**src/rtl/irq_status_pkg.sv**
```systemverilog
package irq_status_pkg;
  localparam int unsigned N_SRC = 3;

  localparam int unsigned SRC_TRAP    = 0;
  localparam int unsigned SRC_TIMEOUT = 1;
  localparam int unsigned SRC_WAIT    = 2;

  typedef enum logic [1:0] {
    REG_RAW  = 2'd0,
    REG_MASK = 2'd1,
    REG_ESET = 2'd2,
    REG_ECLR = 2'd3
  } reg_sel_e;
endpackage

```
**src/rtl/irq_rst_sync.sv**
```systemverilog
module irq_rst_sync #(
  parameter int unsigned STAGES = 2
) (
  input  logic clk,
  input  logic rst_n,
  output logic rst_sync_n
);
  logic [STAGES-1:0] chain_q;
  logic [STAGES-1:0] chain_d;

  always_comb begin
    chain_d = {chain_q[STAGES-2:0], 1'b1};
  end

  always_ff @(posedge clk or negedge rst_n) begin
    if (!rst_n) chain_q <= '0;
    else        chain_q <= chain_d;
  end

  assign rst_sync_n = chain_q[STAGES-1];
endmodule

```
**src/rtl/irq_edge_sync.sv**
```systemverilog
module irq_edge_sync #(
  parameter int unsigned SYNC_STAGES = 2
) (
  input  logic clk,
  input  logic rst_n,
  input  logic async_in,
  output logic rise
);
  logic [SYNC_STAGES-1:0] sync_q;
  logic [SYNC_STAGES-1:0] sync_d;
  logic                   prev_q;
  logic                   prev_d;
  logic                   level;

  assign level = sync_q[SYNC_STAGES-1];

  always_comb begin
    sync_d = {sync_q[SYNC_STAGES-2:0], async_in};
    prev_d = level;
  end

  always_ff @(posedge clk or negedge rst_n) begin
    if (!rst_n) begin
      sync_q <= '0;
      prev_q <= 1'b0;
    end else begin
      sync_q <= sync_d;
      prev_q <= prev_d;
    end
  end

  assign rise = level & ~prev_q;

  AST_RISE_SINGLE: assert property (@(posedge clk) disable iff (!rst_n)
    rise |=> !rise);
endmodule

```
**src/rtl/irq_src_cell.sv**
```systemverilog
module irq_src_cell (
  input  logic clk,
  input  logic rst_n,
  input  logic evt,
  input  logic raw_clr,
  input  logic en_set,
  input  logic en_clr,
  output logic raw,
  output logic masked,
  output logic en
);
  logic raw_q, raw_d;
  logic msk_q, msk_d;
  logic en_q,  en_d;

  always_comb begin
    raw_d = raw_q;
    msk_d = msk_q;
    en_d  = en_q;
    if (raw_clr) begin
      raw_d = 1'b0;
      msk_d = 1'b0;
    end
    if (evt) begin
      raw_d = 1'b1;
      if (en_q) msk_d = 1'b1;
    end
    if (en_set)      en_d = 1'b1;
    else if (en_clr) en_d = 1'b0;
  end

  always_ff @(posedge clk or negedge rst_n) begin
    if (!rst_n) begin
      raw_q <= 1'b0;
      msk_q <= 1'b0;
      en_q  <= 1'b0;
    end else begin
      raw_q <= raw_d;
      msk_q <= msk_d;
      en_q  <= en_d;
    end
  end

  assign raw    = raw_q;
  assign masked = msk_q;
  assign en     = en_q;

  AST_RAW_ON_EVENT: assert property (@(posedge clk) disable iff (!rst_n)
    evt |=> raw);
  AST_MASK_NEEDS_EN: assert property (@(posedge clk) disable iff (!rst_n)
    $rose(masked) |-> $past(evt && en));
  AST_CLEAR_BOTH: assert property (@(posedge clk) disable iff (!rst_n)
    (raw_clr && !evt) |=> (!raw && !masked));
  AST_EVENT_WINS: assert property (@(posedge clk) disable iff (!rst_n)
    (raw_clr && evt) |=> raw);
  AST_MASK_IN_RAW: assert property (@(posedge clk) disable iff (!rst_n)
    masked |-> raw);
  AST_DISABLE_KEEPS: assert property (@(posedge clk) disable iff (!rst_n)
    (en_clr && masked && !raw_clr) |=> masked);
endmodule

```
**src/rtl/irq_status_ctrl.sv**
```systemverilog
module irq_status_ctrl
  import irq_status_pkg::*;
#(
  parameter int unsigned ADDR_W = 4,
  parameter int unsigned DATA_W = 32
) (
  input  logic              clk,
  input  logic              rst_n,
  input  logic              wait_pin,
  input  logic              timeout_evt,
  input  logic              trap_evt,
  input  logic [ADDR_W-1:0] bus_addr,
  input  logic              bus_we,
  input  logic [DATA_W-1:0] bus_wdata,
  output logic [DATA_W-1:0] bus_rdata,
  output logic              irq
);
  localparam int unsigned PAD_W = DATA_W - N_SRC;

  logic             rst_int_n;
  logic             wait_rise;
  logic [N_SRC-1:0] evt_vec;
  logic [N_SRC-1:0] raw_vec;
  logic [N_SRC-1:0] msk_vec;
  logic [N_SRC-1:0] en_vec;
  reg_sel_e         sel;
  logic             wr_raw, wr_eset, wr_eclr;
  logic             irq_q, irq_d;

  irq_rst_sync #(.STAGES(2)) u_rst (
    .clk        (clk),
    .rst_n      (rst_n),
    .rst_sync_n (rst_int_n)
  );

  irq_edge_sync #(.SYNC_STAGES(2)) u_wait (
    .clk      (clk),
    .rst_n    (rst_int_n),
    .async_in (wait_pin),
    .rise     (wait_rise)
  );

  always_comb begin
    evt_vec              = '0;
    evt_vec[SRC_TRAP]    = trap_evt;
    evt_vec[SRC_TIMEOUT] = timeout_evt;
    evt_vec[SRC_WAIT]    = wait_rise;
  end

  assign sel     = reg_sel_e'(bus_addr[3:2]);
  assign wr_raw  = bus_we && (sel == REG_RAW);
  assign wr_eset = bus_we && (sel == REG_ESET);
  assign wr_eclr = bus_we && (sel == REG_ECLR);

  for (genvar i = 0; i < N_SRC; i++) begin : g_src
    irq_src_cell u_cell (
      .clk     (clk),
      .rst_n   (rst_int_n),
      .evt     (evt_vec[i]),
      .raw_clr (wr_raw  & bus_wdata[i]),
      .en_set  (wr_eset & bus_wdata[i]),
      .en_clr  (wr_eclr & bus_wdata[i]),
      .raw     (raw_vec[i]),
      .masked  (msk_vec[i]),
      .en      (en_vec[i])
    );
  end

  always_comb begin
    irq_d = |msk_vec;
  end

  always_ff @(posedge clk or negedge rst_int_n) begin
    if (!rst_int_n) irq_q <= 1'b0;
    else            irq_q <= irq_d;
  end

  assign irq = irq_q;

  always_comb begin
    unique case (sel)
      REG_RAW:  bus_rdata = {{PAD_W{1'b0}}, raw_vec};
      REG_MASK: bus_rdata = {{PAD_W{1'b0}}, msk_vec};
      default:  bus_rdata = {{PAD_W{1'b0}}, en_vec};
    endcase
  end

  AST_IRQ_FOLLOWS: assert property (@(posedge clk) disable iff (!rst_int_n)
    (|msk_vec) |=> irq);
  AST_IRQ_DROPS: assert property (@(posedge clk) disable iff (!rst_int_n)
    !(|msk_vec) |=> !irq);
  AST_MASK_WRITE_IGNORED: assert property (@(posedge clk) disable iff (!rst_int_n)
    (bus_we && sel == REG_MASK && !(|evt_vec)) |=> $stable(msk_vec));
  AST_UPPER_ZERO: assert property (@(posedge clk) disable iff (!rst_int_n)
    bus_rdata[DATA_W-1:N_SRC] == '0);
endmodule

```
**config.mk**
```make
export PLATFORM = sky130hd
export DESIGN_NAME = irq_status_ctrl
export DESIGN_NICKNAME = d
export VERILOG_FILES = /design/src/rtl/irq_status_pkg.sv /design/src/rtl/irq_rst_sync.sv /design/src/rtl/irq_edge_sync.sv /design/src/rtl/irq_src_cell.sv /design/src/rtl/irq_status_ctrl.sv
export SDC_FILE = /design/constraint.sdc
export NUM_CORES = 1
export LEC_CHECK = 0
export BUFFER_PORTS_ARGS = -buffer_cell sky130_fd_sc_hd__buf_2
export CAP_MARGIN = 20
export CORE_MARGIN = 2
export CORE_UTILIZATION = 40
export CTS_CLUSTER_DIAMETER = 60
export CTS_CLUSTER_SIZE = 30
export DETAILED_ROUTE_END_ITERATION = 16
export PLACE_DENSITY = 0.83
export REMOVE_ABC_BUFFERS = 1
export SLEW_MARGIN = 20
export SYNTH_ARGS = -nofsm -noshare
export SYNTH_HDL_FRONTEND = slang
export SYNTH_HIERARCHICAL = 1
export SYNTH_SLANG_ARGS = --single-unit
export TNS_END_PERCENT = 20
```
**constraint.sdc**
```tcl
create_clock -name clk -period 1.29 [get_ports clk]
set_input_delay 0.129 -clock clk [delete_from_list [all_inputs] [get_ports clk]]
set_output_delay 0.129 -clock clk [all_outputs]
set_load 0.02 [all_outputs]
```
==> summary.txt <==
STA
  • Slew @ Worst Pin: between 0.5 and 0.6 ns
  • Relative slew slack: between 60% and 70%
  • Final Max Slew Viols: 0
  • Final Hold Viols: 0
  • Clk_skew: roughly 0.0019 ns
  • Fmax: between 800 and 900 MHz
  • Post-layout minimum cycle time: 1.21 ns
  • Setup violations, final: 0
  • Final period util: 93.9%

Yosys
  • Largest family of logic cells by synthesized area: buffers and inverters
  • Syn_area_per_cell: about 10 um2
  • Seq/Total Area, Yosys: around 43%
  • Yosys warning total: 6
  • Post-synthesis simple-gate area fraction: around 13%
  • Post-synthesis mux area share: 3.41%
  • Cell Area, Synth: 881 um2
  • Seq cells post-synth: 15
  • Compound-cell area share of the yosys netlist: between 10 and 15%
  • Post-Synth Adder-Cell Area: 0%
  • Synth cell types: 19
  • Cells after Synth: 86
  • Post-Synth XOR/XNOR Area: 0%

Floorplan
  • Die footprint: between 2000 and 3000 um2
  • Initial Util: a little over two fifths
  • Core area: 2020 um2
  • IO Pins: 75
  • Chip Width: just over 50 um
  • FP Rows: 16
  • Die height: 50.9 um

Layout
  • Nets: between 100 and 150
  • Non-filler cells, final: around 130
  • Area grow syn2layout: 3.12%
  • Layout cells sized above 1: 25.0%
  • # diodes: 0
  • Filler cells: 207

Power and ir drop
  • Worst vdd ir: between 0.3 and 0.4 mV
  • Logic pwr share: a little over a fifth
  • Seq pwr share: between 50 and 60%
  • Leakage Power: 0.481 nW
  • Total power: 1.05 mW
  • Clock share of power: about a quarter
  • Int Power: roughly 720 uW
  • Power Dens Cells: approximately 1200 nW/um2
  • Net switching power: approximately 340 uW
  • Sw Share: roughly a third

Clock tree
  • CTS root buffer: clkbuf_4
  • CTS tree: built
  • Sink Count: 15
  • H-tree levels: 1
  • CTS Buf Count: 3
  • Worst-case clock buffer depth: 2
  • Reg clk slew, reported paths: ~0.090 ns
  • Worst-Skew Late Latency: between 0.2 and 0.3 ns

Drt
  • Routed vias/inst: 4.08
  • DRC: 0
  • Vias: 534
  • Per-cell routed wire length: 9.06 um
  • Final wirelength: 1190 um
  • 1st-pass router iterations: 4
  • Routed Antenna Nets: 0
  • 1st-iter DRT viols: 1

Worst hold path
  • Worst hold path class: in2reg

Global routing
  • Global-route wire length before repair: 1770 um
  • GR Overflow Total: 0
  • Gr usage total: about a tenth
  • Initial antenna violation count: 0
  • Number of global-route vias before repair: 413
  • Pin count of the biggest net entering global routing: 16

Critical path
  • Req. time, crit path: around 1.2 ns
  • CP max FO: 3
  • WS Path Type: reg2out
  • CP arrival: about 1.1 ns
  • Worst Setup End Kind: output port
  • Startpoint Class: register

Placement
  • Port Buffers: 14
  • Post-DP HPWL: about 960 um
  • GP Congestion: a little under 0.8
  • Placed Instances: around 120

Flow run
  • Max-Cap Viols: 0

Status
  • Status: complete, no violations
path summary, 6_finish.rpt:
kind                                                   from                                to  slack [ns]  depth (start not counted)
max                        g_src[1].u_cell/masked$_DFF_PN0_                      bus_rdata[1]        0.08                          3
min                                             timeout_evt   g_src[1].u_cell/raw$_DFFE_PN0P_        0.05                          2
max reg2reg                g_src[1].u_cell/masked$_DFF_PN0_                     irq$_DFF_PN0_        0.26                          2
min reg2reg                      u_rst/chain_q[1]$_DFF_PN0_    g_src[1].u_cell/en$_DFFE_PN0P_        0.21                          0
max in group asynchronous        u_rst/chain_q[1]$_DFF_PN0_  g_src[2].u_cell/masked$_DFF_PN0_        0.74                          0
min in group asynchronous                             rst_n        u_rst/chain_q[0]$_DFF_PN0_        0.16                          2
layout make-up:
class,count,area [um2],area share [%]
flip-flops and latches,15,375,41.3
inverters,6,22.5,2.48
clock inverters,1,5.00,0.551
multi-input cells,62,352,38.7
clock buffers,3,22.5,2.48
well taps,27,33.8,3.72
repair buffers,17,97.6,10.7
cell families (layout without fill, tap and decap cells):
kind of cell / after synthesis / in the layout
buffers and inverters: 37 / 27
flip-flops: 15 / 15
other: 2 / 30
AO/OA/AOI/OAI: 12 / 12
multiplexers: 3 / 3
AND/OR/NAND/NOR: 17 / 17
flip-flops by register name, indices dropped and copies added (netlist names):
name / cells
g_src.u_cell/masked: 3
u_wait/sync_q: 2
u_wait/prev_q: 1
u_rst/chain_q: 2
g_src.u_cell/raw: 3
irq: 1
g_src.u_cell/en: 3
through the flow:
step / setup slack, ns / instance area [um2] / util, % / setup TNS, ns / hold slack (ns)
after floorplan: 0.433 / 749 / - / 0 / -0.167
after global placement: 0.332 / 853 / 42.2 / 0 / -0.0847
after detailed placement: 0.322 / 853 / 42.2 / 0 / -0.0848
after CTS: 0.0492 / 901 / 44.6 / 0 / 0.0381
after global routing: -0.00495 / 908 / 44.9 / -0.00495 / 0.0474
final: 0.0782 / 908 / 44.9 / 0 / 0.0472
cell usage in the layout, fill, tap and decap left out, drive strengths merged:
master       count
a22o             3
clkinv           1
inv              6
and3             2
dlygate4sd3      2
a21o             6
or3              1
dfrtp           15
nor2b            2
nor3b            1
nor2             1
nand2            5
conb            30
and4             2
buf             15
o21ai            3
clkbuf           3
mux2i            3
nor3             1
and3b            2
worst max-delay path, cell delays in order (launching register included):
cell and delay [ns]:
dfrtp_1 0.41, mux2i_1 0.15, o21ai_1 0.08, buf_2 0.16
layer usage:
metal / global-route usage (%) / part of all wire, %
met3: 2.92 / 10
met2: 14.5 / 46
met5: 0 / 0
met4: 4.05 / 1.4
met1: 12.1 / 42
power groups by stage:
stage / Sequential [mW] / Combinational [mW] / Clock [mW]
floorplan: 0.560 / 0.164 / 0
global placement: 0.570 / 0.211 / 0
detailed placement: 0.574 / 0.216 / 0
CTS: 0.564 / 0.222 / 0.274
global route: 0.572 / 0.249 / 0.289
finish: 0.563 / 0.228 / 0.262
synth_stat cells (all sizes together):
| cell type | count | area (um2) |
|---|---|---|
| a21o | 6 | 48.8 |
| a22o | 3 | 26.3 |
| and3 | 2 | 12.5 |
| and3b | 2 | 17.5 |
| and4 | 2 | 20.0 |
| buf | 31 | 236 |
| conb | 2 | 7.51 |
| dfrtp | 15 | 375 |
| inv | 6 | 22.5 |
| mux2i | 3 | 30.0 |
| nand2 | 5 | 18.8 |
| nor2 | 1 | 3.75 |
| nor2b | 2 | 27.5 |
| nor3 | 1 | 5.00 |
| nor3b | 1 | 7.51 |
| o21ai | 3 | 15.0 |
| or3 | 1 | 6.26 |
what timing repair did:
action / in CTS / in global routing
hold endpoints to repair: 3 / 0
hold buffers: 2 / 0
setup endpoints to repair: 0 / 1
gates resized for setup: 0 / 0
setup buffers: 0 / 1
Note: power is estimated with default switching activity, not from simulation.
